**src/rtl/rtc_dhms_pkg.sv**
```systemverilog
package rtc_dhms_pkg;

   localparam int BUS_AW  = 6;
   localparam int BUS_DW  = 16;
   localparam int SEC_W   = 6;
   localparam int MIN_W   = 6;
   localparam int HR_W    = 5;
   localparam int SEC_TOP = 59;
   localparam int MIN_TOP = 59;
   localparam int HR_TOP  = 23;

   // word index = byte address bits 5:2
   localparam logic [3:0] W_HM   = 4'h0;
   localparam logic [3:0] W_SEC  = 4'h1;
   localparam logic [3:0] W_AHM  = 4'h2;
   localparam logic [3:0] W_ASEC = 4'h3;
   localparam logic [3:0] W_CTL  = 4'h4;
   localparam logic [3:0] W_DAY  = 4'h8;
   localparam logic [3:0] W_ADAY = 4'h9;

   typedef struct packed {
      logic [HR_W-1:0]  hr;
      logic [MIN_W-1:0] mn;
      logic [SEC_W-1:0] sc;
   } hms_t;

endpackage

```
**src/rtl/rtc_dhms_digit.sv**
```systemverilog
module rtc_dhms_digit #(
   parameter int W       = 6,
   parameter int LIMIT   = 59,
   parameter bit BOUNDED = 1'b1
) (
   input  logic         clk,
   input  logic         rst_n,
   input  logic         load_i,
   input  logic [W-1:0] load_val_i,
   input  logic         inc_i,
   output logic [W-1:0] val_o,
   output logic         carry_o
);

   logic [W-1:0] val_q;
   logic         at_top;

   generate
      if (BOUNDED) begin : g_bounded
         assign at_top = (val_q >= W'(LIMIT));
      end else begin : g_full
         assign at_top = &val_q;
      end
   endgenerate

   assign carry_o = inc_i & at_top;
   assign val_o   = val_q;

   always_ff @(posedge clk) begin
      if (!rst_n)      val_q <= '0;
      else if (load_i) val_q <= load_val_i;
      else if (inc_i)  val_q <= at_top ? '0 : val_q + 1'b1;
   end

endmodule

```
**src/rtl/rtc_dhms_chain.sv**
```systemverilog
module rtc_dhms_chain
   import rtc_dhms_pkg::*;
#(
   parameter int DAY_W = 16
) (
   input  logic             clk,
   input  logic             rst_n,
   input  logic             step_i,
   input  logic             ld_hm_i,
   input  logic             ld_sec_i,
   input  logic             ld_day_i,
   input  hms_t             ld_val_i,
   input  logic [DAY_W-1:0] ld_day_val_i,
   output hms_t             now_o,
   output logic [DAY_W-1:0] day_o
);

   logic c_sec, c_min, c_hr, c_day;
   logic unused_cday;

   rtc_dhms_digit #(.W(SEC_W), .LIMIT(SEC_TOP), .BOUNDED(1'b1)) u_sec (
      .clk(clk), .rst_n(rst_n), .load_i(ld_sec_i), .load_val_i(ld_val_i.sc),
      .inc_i(step_i), .val_o(now_o.sc), .carry_o(c_sec));

   rtc_dhms_digit #(.W(MIN_W), .LIMIT(MIN_TOP), .BOUNDED(1'b1)) u_min (
      .clk(clk), .rst_n(rst_n), .load_i(ld_hm_i), .load_val_i(ld_val_i.mn),
      .inc_i(c_sec), .val_o(now_o.mn), .carry_o(c_min));

   rtc_dhms_digit #(.W(HR_W), .LIMIT(HR_TOP), .BOUNDED(1'b1)) u_hr (
      .clk(clk), .rst_n(rst_n), .load_i(ld_hm_i), .load_val_i(ld_val_i.hr),
      .inc_i(c_min), .val_o(now_o.hr), .carry_o(c_hr));

   rtc_dhms_digit #(.W(DAY_W), .LIMIT(0), .BOUNDED(1'b0)) u_day (
      .clk(clk), .rst_n(rst_n), .load_i(ld_day_i), .load_val_i(ld_day_val_i),
      .inc_i(c_hr), .val_o(day_o), .carry_o(c_day));

   assign unused_cday = c_day;

endmodule

```
**src/rtl/rtc_dhms_regs.sv**
```systemverilog
module rtc_dhms_regs
   import rtc_dhms_pkg::*;
#(
   parameter int DAY_W = 16
) (
   input  logic              clk,
   input  logic              rst_n,
   input  logic              bus_sel_i,
   input  logic              bus_wr_i,
   input  logic [BUS_AW-1:0] bus_addr_i,
   input  logic [BUS_DW-1:0] bus_wdata_i,
   output logic [BUS_DW-1:0] bus_rdata_o,
   input  hms_t              now_i,
   input  logic [DAY_W-1:0]  day_i,
   output logic              ld_hm_o,
   output logic              ld_sec_o,
   output logic              ld_day_o,
   output logic              run_o,
   output logic [1:0]        rate_o,
   output hms_t              alm_o,
   output logic [DAY_W-1:0]  alm_day_o
);

   logic [3:0]  word;
   logic        wr_en, rd_en;
   logic        run_q;
   logic [1:0]  rate_q;
   hms_t        alm_q;
   logic [DAY_W-1:0] aday_q;
   logic        unused_in;

   assign word  = bus_addr_i[BUS_AW-1:2];
   assign wr_en = bus_sel_i & bus_wr_i;
   assign rd_en = bus_sel_i & ~bus_wr_i;

   assign ld_hm_o  = wr_en && (word == W_HM);
   assign ld_sec_o = wr_en && (word == W_SEC);
   assign ld_day_o = wr_en && (word == W_DAY);

   always_ff @(posedge clk) begin
      if (!rst_n) begin
         run_q  <= 1'b0;
         rate_q <= '0;
         alm_q  <= '0;
         aday_q <= '0;
      end else if (wr_en) begin
         case (word)
            W_CTL:  begin
               run_q  <= bus_wdata_i[7];
               rate_q <= bus_wdata_i[6:5];
            end
            W_AHM:  begin
               alm_q.hr <= bus_wdata_i[8 +: HR_W];
               alm_q.mn <= bus_wdata_i[MIN_W-1:0];
            end
            W_ASEC: alm_q.sc <= bus_wdata_i[SEC_W-1:0];
            W_ADAY: aday_q   <= bus_wdata_i[DAY_W-1:0];
            default: ;
         endcase
      end
   end

   always_comb begin
      bus_rdata_o = '0;
      if (rd_en) begin
         case (word)
            W_HM:   bus_rdata_o = {3'b0, now_i.hr, 2'b0, now_i.mn};
            W_SEC:  bus_rdata_o = BUS_DW'(now_i.sc);
            W_AHM:  bus_rdata_o = {3'b0, alm_q.hr, 2'b0, alm_q.mn};
            W_ASEC: bus_rdata_o = BUS_DW'(alm_q.sc);
            W_CTL:  bus_rdata_o = {8'b0, run_q, rate_q, 5'b0};
            W_DAY:  bus_rdata_o = BUS_DW'(day_i);
            W_ADAY: bus_rdata_o = BUS_DW'(aday_q);
            default: bus_rdata_o = '0;
         endcase
      end
   end

   assign run_o     = run_q;
   assign rate_o    = rate_q;
   assign alm_o     = alm_q;
   assign alm_day_o = aday_q;
   assign unused_in = ^{bus_addr_i[1:0], bus_wdata_i};

endmodule

```
**src/rtl/rtc_dhms_match.sv**
```systemverilog
module rtc_dhms_match
   import rtc_dhms_pkg::*;
#(
   parameter int DAY_W = 16
) (
   input  logic             clk,
   input  logic             rst_n,
   input  logic             step_i,
   input  hms_t             now_i,
   input  logic [DAY_W-1:0] day_i,
   input  hms_t             alm_i,
   input  logic [DAY_W-1:0] alm_day_i,
   output logic             alarm_o
);

   logic stepped_q;
   logic hit;

   always_ff @(posedge clk) begin
      if (!rst_n) stepped_q <= 1'b0;
      else        stepped_q <= step_i;
   end

   assign hit     = (now_i == alm_i) && (day_i == alm_day_i);
   assign alarm_o = stepped_q & hit;

endmodule

```
**src/rtl/rtc_dhms_core.sv**
```systemverilog
module rtc_dhms_core
   import rtc_dhms_pkg::*;
#(
   parameter int DAY_W = 16
) (
   input  logic              clk,
   input  logic              rst_n,
   input  logic              tick_i,
   input  logic              bus_sel_i,
   input  logic              bus_wr_i,
   input  logic [BUS_AW-1:0] bus_addr_i,
   input  logic [BUS_DW-1:0] bus_wdata_i,
   output logic [BUS_DW-1:0] bus_rdata_o,
   output logic [1:0]        rate_sel_o,
   output logic              alarm_o
);

   initial begin
      assert (DAY_W >= 1 && DAY_W <= BUS_DW)
         else $error("DAY_W must lie in 1..%0d", BUS_DW);
   end

   hms_t             now_w, alm_w, ld_val_w;
   logic [DAY_W-1:0] day_w, aday_w;
   logic             ld_hm_w, ld_sec_w, ld_day_w, run_w, step_w;

   assign ld_val_w.hr = bus_wdata_i[8 +: HR_W];
   assign ld_val_w.mn = bus_wdata_i[MIN_W-1:0];
   assign ld_val_w.sc = bus_wdata_i[SEC_W-1:0];
   assign step_w = tick_i & run_w & ~(ld_hm_w | ld_sec_w | ld_day_w);

   rtc_dhms_regs #(.DAY_W(DAY_W)) u_regs (
      .clk(clk), .rst_n(rst_n), .bus_sel_i(bus_sel_i), .bus_wr_i(bus_wr_i),
      .bus_addr_i(bus_addr_i), .bus_wdata_i(bus_wdata_i), .bus_rdata_o(bus_rdata_o),
      .now_i(now_w), .day_i(day_w), .ld_hm_o(ld_hm_w), .ld_sec_o(ld_sec_w),
      .ld_day_o(ld_day_w), .run_o(run_w), .rate_o(rate_sel_o),
      .alm_o(alm_w), .alm_day_o(aday_w));

   rtc_dhms_chain #(.DAY_W(DAY_W)) u_chain (
      .clk(clk), .rst_n(rst_n), .step_i(step_w), .ld_hm_i(ld_hm_w),
      .ld_sec_i(ld_sec_w), .ld_day_i(ld_day_w), .ld_val_i(ld_val_w),
      .ld_day_val_i(bus_wdata_i[DAY_W-1:0]), .now_o(now_w), .day_o(day_w));

   rtc_dhms_match #(.DAY_W(DAY_W)) u_match (
      .clk(clk), .rst_n(rst_n), .step_i(step_w), .now_i(now_w), .day_i(day_w),
      .alm_i(alm_w), .alm_day_i(aday_w), .alarm_o(alarm_o));

endmodule

```
**config.mk**
```make
export PLATFORM = sky130hd
export DESIGN_NAME = rtc_dhms_core
export DESIGN_NICKNAME = d
export VERILOG_FILES = /design/src/rtl/rtc_dhms_pkg.sv /design/src/rtl/rtc_dhms_digit.sv /design/src/rtl/rtc_dhms_chain.sv /design/src/rtl/rtc_dhms_regs.sv /design/src/rtl/rtc_dhms_match.sv /design/src/rtl/rtc_dhms_core.sv
export SDC_FILE = /design/constraint.sdc
export NUM_CORES = 1
export LEC_CHECK = 0
export BUFFER_PORTS_ARGS = -buffer_cell sky130_fd_sc_hd__buf_2
export CORE_MARGIN = 3
export CORE_UTILIZATION = 59
export DETAILED_ROUTE_END_ITERATION = 16
export GPL_TIMING_DRIVEN = 1
export PLACE_DENSITY = 0.8
export SLEW_MARGIN = 5
export SYNTH_ARGS = -nofsm -noshare
export SYNTH_HDL_FRONTEND = slang
export SYNTH_SLANG_ARGS = --single-unit
```
**constraint.sdc**
```tcl
create_clock -name clk -period 3.3 [get_ports clk]
set_clock_uncertainty 0.1 [all_clocks]
set_input_delay 0.33 -clock clk [delete_from_list [all_inputs] [get_ports clk]]
set_output_delay 0.33 -clock clk [all_outputs]
set_load 0.02 [all_outputs]
```
==> flow_metrics.py <==
metrics = {
    "layout": {
        "final_nets": 608,
        "fin_cells": 677,
        "multi_input_area_um2": 2750,
        "fin_util_pct": 68.8,
        "num-fill-cells": 585,
        "n_antenna_cell": 0,
        "syn_to_final_growth_pct": 10.1,
        "seqCellArea_um2": 1400,
        "drive_above_1_share_pct": 14.5,
    },
    "sta": {
        "tightest_slew_ns": 0.850,
        "clock.fmax_ghz": 0.355,
        "min_period_ns": 2.82,
        "rsz0062_at_grt": "no",
        "slew_headroom_pct": 43.2,
        "setup_viol": 0,
        "timing.final.crit_share_pct": 85.5,
        "final.setup.tns_ns": 0,
        "final_hold_viol_count": 0,
        "slew_violations": 0,
    },
    "status": {
        "status": "finished, final reports clean",
    },
    "logic_synthesis": {
        "synthTopCellsByArea": "dfxtp_1, mux2i_1, xnor2_1",
        "synth_edf_count": 0,
        "synth_flop_cell": "dfxtp_1",
        "ys_types": 60,
        "synth-seq-area-share_pct": 32.1,
        "synthesis.nets": 589,
        "synthCells": 558,
        "async_reset_ff_share_pct": 0,
        "yosys.area.top_type": "dfxtp_1",
        "synth_common_cells": "dfxtp_1, nand2_1, nor2_1",
        "ys_ff_latch": 70,
        "synth.top_cell.area_share_pct": 32.1,
        "synth_most_common_cell": "dfxtp_1",
        "syn_avg_cell_area_um2": 7.82,
        "yosys_warnings": 0,
        "netlist_area_um2": 4360,
    },
    "grt": {
        "antenna_found_initial": 0,
        "grt_overflow": 0,
        "met1_usage_pct": 40.9,
        "grt_pass1_wl_mm": 21.1,
        "grtUsageTotal_pct": 31.3,
        "use_met2_pct": 50.4,
        "grt.busiest_layer": "met2",
        "grt_max_degree": 47,
        "met3_usage_pct": 5.17,
        "grt_pass1_vias": 4151,
    },
    "clock_tree": {
        "cts_setup_buffers": 0,
        "cts_buffers": 9,
        "clk_pin_slew_ns": 0.08,
        "cts_tree": "built",
        "cts.sinks": 70,
        "cts_max_level": 3,
        "clock_latency_ns": 0.36,
        "clockBufferDepth": 2,
        "post_cts_resized": 0,
        "cts_root_buffer": "clkbuf_8",
        "hold_buffers": 0,
    },
    "setup_path": {
        "cp.required_ns": 3.48,
        "setup.worst_path.class": "reg -> reg",
        "critPathLaunchType": "flip-flop",
        "worstPathCellList": "ha_1, o2111a_1, o2111ai_4, or4_1, or3_1, a31oi_1",
        "cp.arrival_ns": 3.00,
        "slowest_stage": "or4_1",
        "r2r_start": "u_chain.u_sec.val_o[0]$_SDFFE_PN0P_",
        "crit_start": "u_chain.u_sec.val_o[0]$_SDFFE_PN0P_",
        "max_stage_delay_ns": 0.71,
        "endpoint_kind": "flip-flop",
        "worst-path-max-fanout": 18,
    },
    "pwr": {
        "p_sw_share_pct": 26.6,
        "p_seq_share_pct": 50.4,
        "power_mw": 1.72,
        "p_comb_share_pct": 7.9,
        "p_sw_uw": 457,
        "p_leak_nw": 1.62,
        "ir_drop_v": 0.000199,
        "powerDensity_nw_per_um2": 358,
        "clockPowerShare_pct": 41.7,
        "p_int_mw": 1.26,
    },
    "routing": {
        "drt-total-wl_mm": 13.3,
        "firstDrtPassIters": 6,
        "drc": 0,
        "route.vias.total": 4563,
        "vias_per_cell": 6.74,
        "wl_per_cell_um": 19.6,
        "ant_nets": 0,
        "drtIter0Drc": 586,
    },
    "floorplan": {
        "die_h_um": 92.0,
        "dieWidth_um": 92.0,
        "die_area_um2": 8460,
        "start_util_pct": 62.5,
        "ios": 46,
        "core-area_um2": 6980,
        "fp-row-count": 30,
    },
    "min_path": {
        "hp-start": "bus_wdata_i[13]",
        "hp-class": "in -> reg",
    },
    "placed_design": {
        "port_buffers": 43,
        "gp_congestion": 0.924,
        "placedCellCount": 662,
        "hpwlAfterDp_mm": 9.17,
    },
    "run": {
        "max_cap_violations": 0,
    },
}
## routing by layer
layer  up-vias  share of wire [%]
li1       2088                  -
met1      2140                 40
met2       284                 46
met3        51                 10
met4         0                3.3
met5         -                  0
## power groups by stage
| stage | logic [mW] | clock network [mW] | registers [mW] |
|---|---|---|---|
| floorplan | 0.0855 | 0 | 0.878 |
| global placement | 0.129 | 0 | 0.885 |
| detailed placement | 0.132 | 0 | 0.886 |
| CTS | 0.132 | 0.715 | 0.866 |
| global route | 0.146 | 0.752 | 0.868 |
| finish | 0.136 | 0.717 | 0.867 |
## through the flow
stage | worst slack, ns | cell area (µm²) | hold slack (ns)
6_report | 0.479 | 4800 | 0.123
5_1_grt | 0.356 | 4800 | 0.150
4_1_cts | 0.508 | 4800 | 0.127
3_5_place_dp | 0.547 | 4610 | 0.375
3_3_place_gp | 0.607 | 4610 | 0.369
2_1_floorplan | 0.959 | 4360 | 0.360
## cell usage in the layout (no fill, tap or decap), types with 6 or more instances in the layout
cell type	instances
a21oi_1	36
a22oi_1	7
a31oi_1	19
buf_2	43
buf_4	12
clkbuf_8	10
dfxtp_1	70
inv_1	6
mux2i_1	31
nand2_1	61
nand3_1	18
nand4_1	16
nor2_1	55
nor4_1	10
o21ai_0	36
o22ai_1	11
o311a_1	6
or3_1	10
or4_1	9
xnor2_1	33
xor2_1	7
## state kept, by name, summed over array words and instances (netlist names)
| name | cells |
|---|---|
| u_regs.alm_o | 17 |
| u_chain.u_day.val_o | 16 |
| u_regs.alm_day_o | 16 |
| u_chain.u_min.val_o | 6 |
| u_chain.u_sec.val_o | 6 |
| u_chain.u_hr.val_o | 5 |
| u_regs.rate_o | 2 |
| u_match.stepped_q | 1 |
| u_regs.run_o | 1 |
## worst paths after layout
path                                               to  slack, ns  depth (start not counted)
hold / removal      u_regs.alm_day_o[13]$_SDFFE_PN0P_       0.12                          3
hold reg to reg      u_regs.alm_day_o[9]$_SDFFE_PN0P_       0.39                          2
setup reg to reg  u_chain.u_day.val_o[7]$_SDFFE_PN0P_       0.48                          6
setup / recovery  u_chain.u_day.val_o[7]$_SDFFE_PN0P_       0.48                          6
## layout make-up
| class | count | area share (%) |
|---|---|---|
| well taps | 96 | 2.50 |
| clock buffers | 10 | 2.87 |
| multi-input cells | 434 | 57.3 |
| inverters | 7 | 0.547 |
| repair buffers | 55 | 6.36 |
| flip-flops and latches | 70 | 29.2 |
| clock inverters | 5 | 1.22 |
## cells by family after synthesis
family,count (synthesis),share of synthesized area (%)
and+or+nand+nor,210,24.0
AOI/OAI and AO/OA,148,22.1
DFF,70,32.1
buffers and inverters,54,5.02
xor gates and xnor gates,41,8.41
muxes,31,7.11
adders and majority gates,4,1.15
## critical path, delay by kind of cell (launching register included)
| kind | cells | cell delay, ns |
|---|---|---|
| AO/OA/AOI/OAI | 3 | 0.77 |
| flip-flops | 1 | 0.44 |
| adder cells (fa/ha/maj) | 1 | 0.31 |
| AND/OR/NAND/NOR | 2 | 1.11 |
Note: power is estimated with default switching activity, not from simulation.
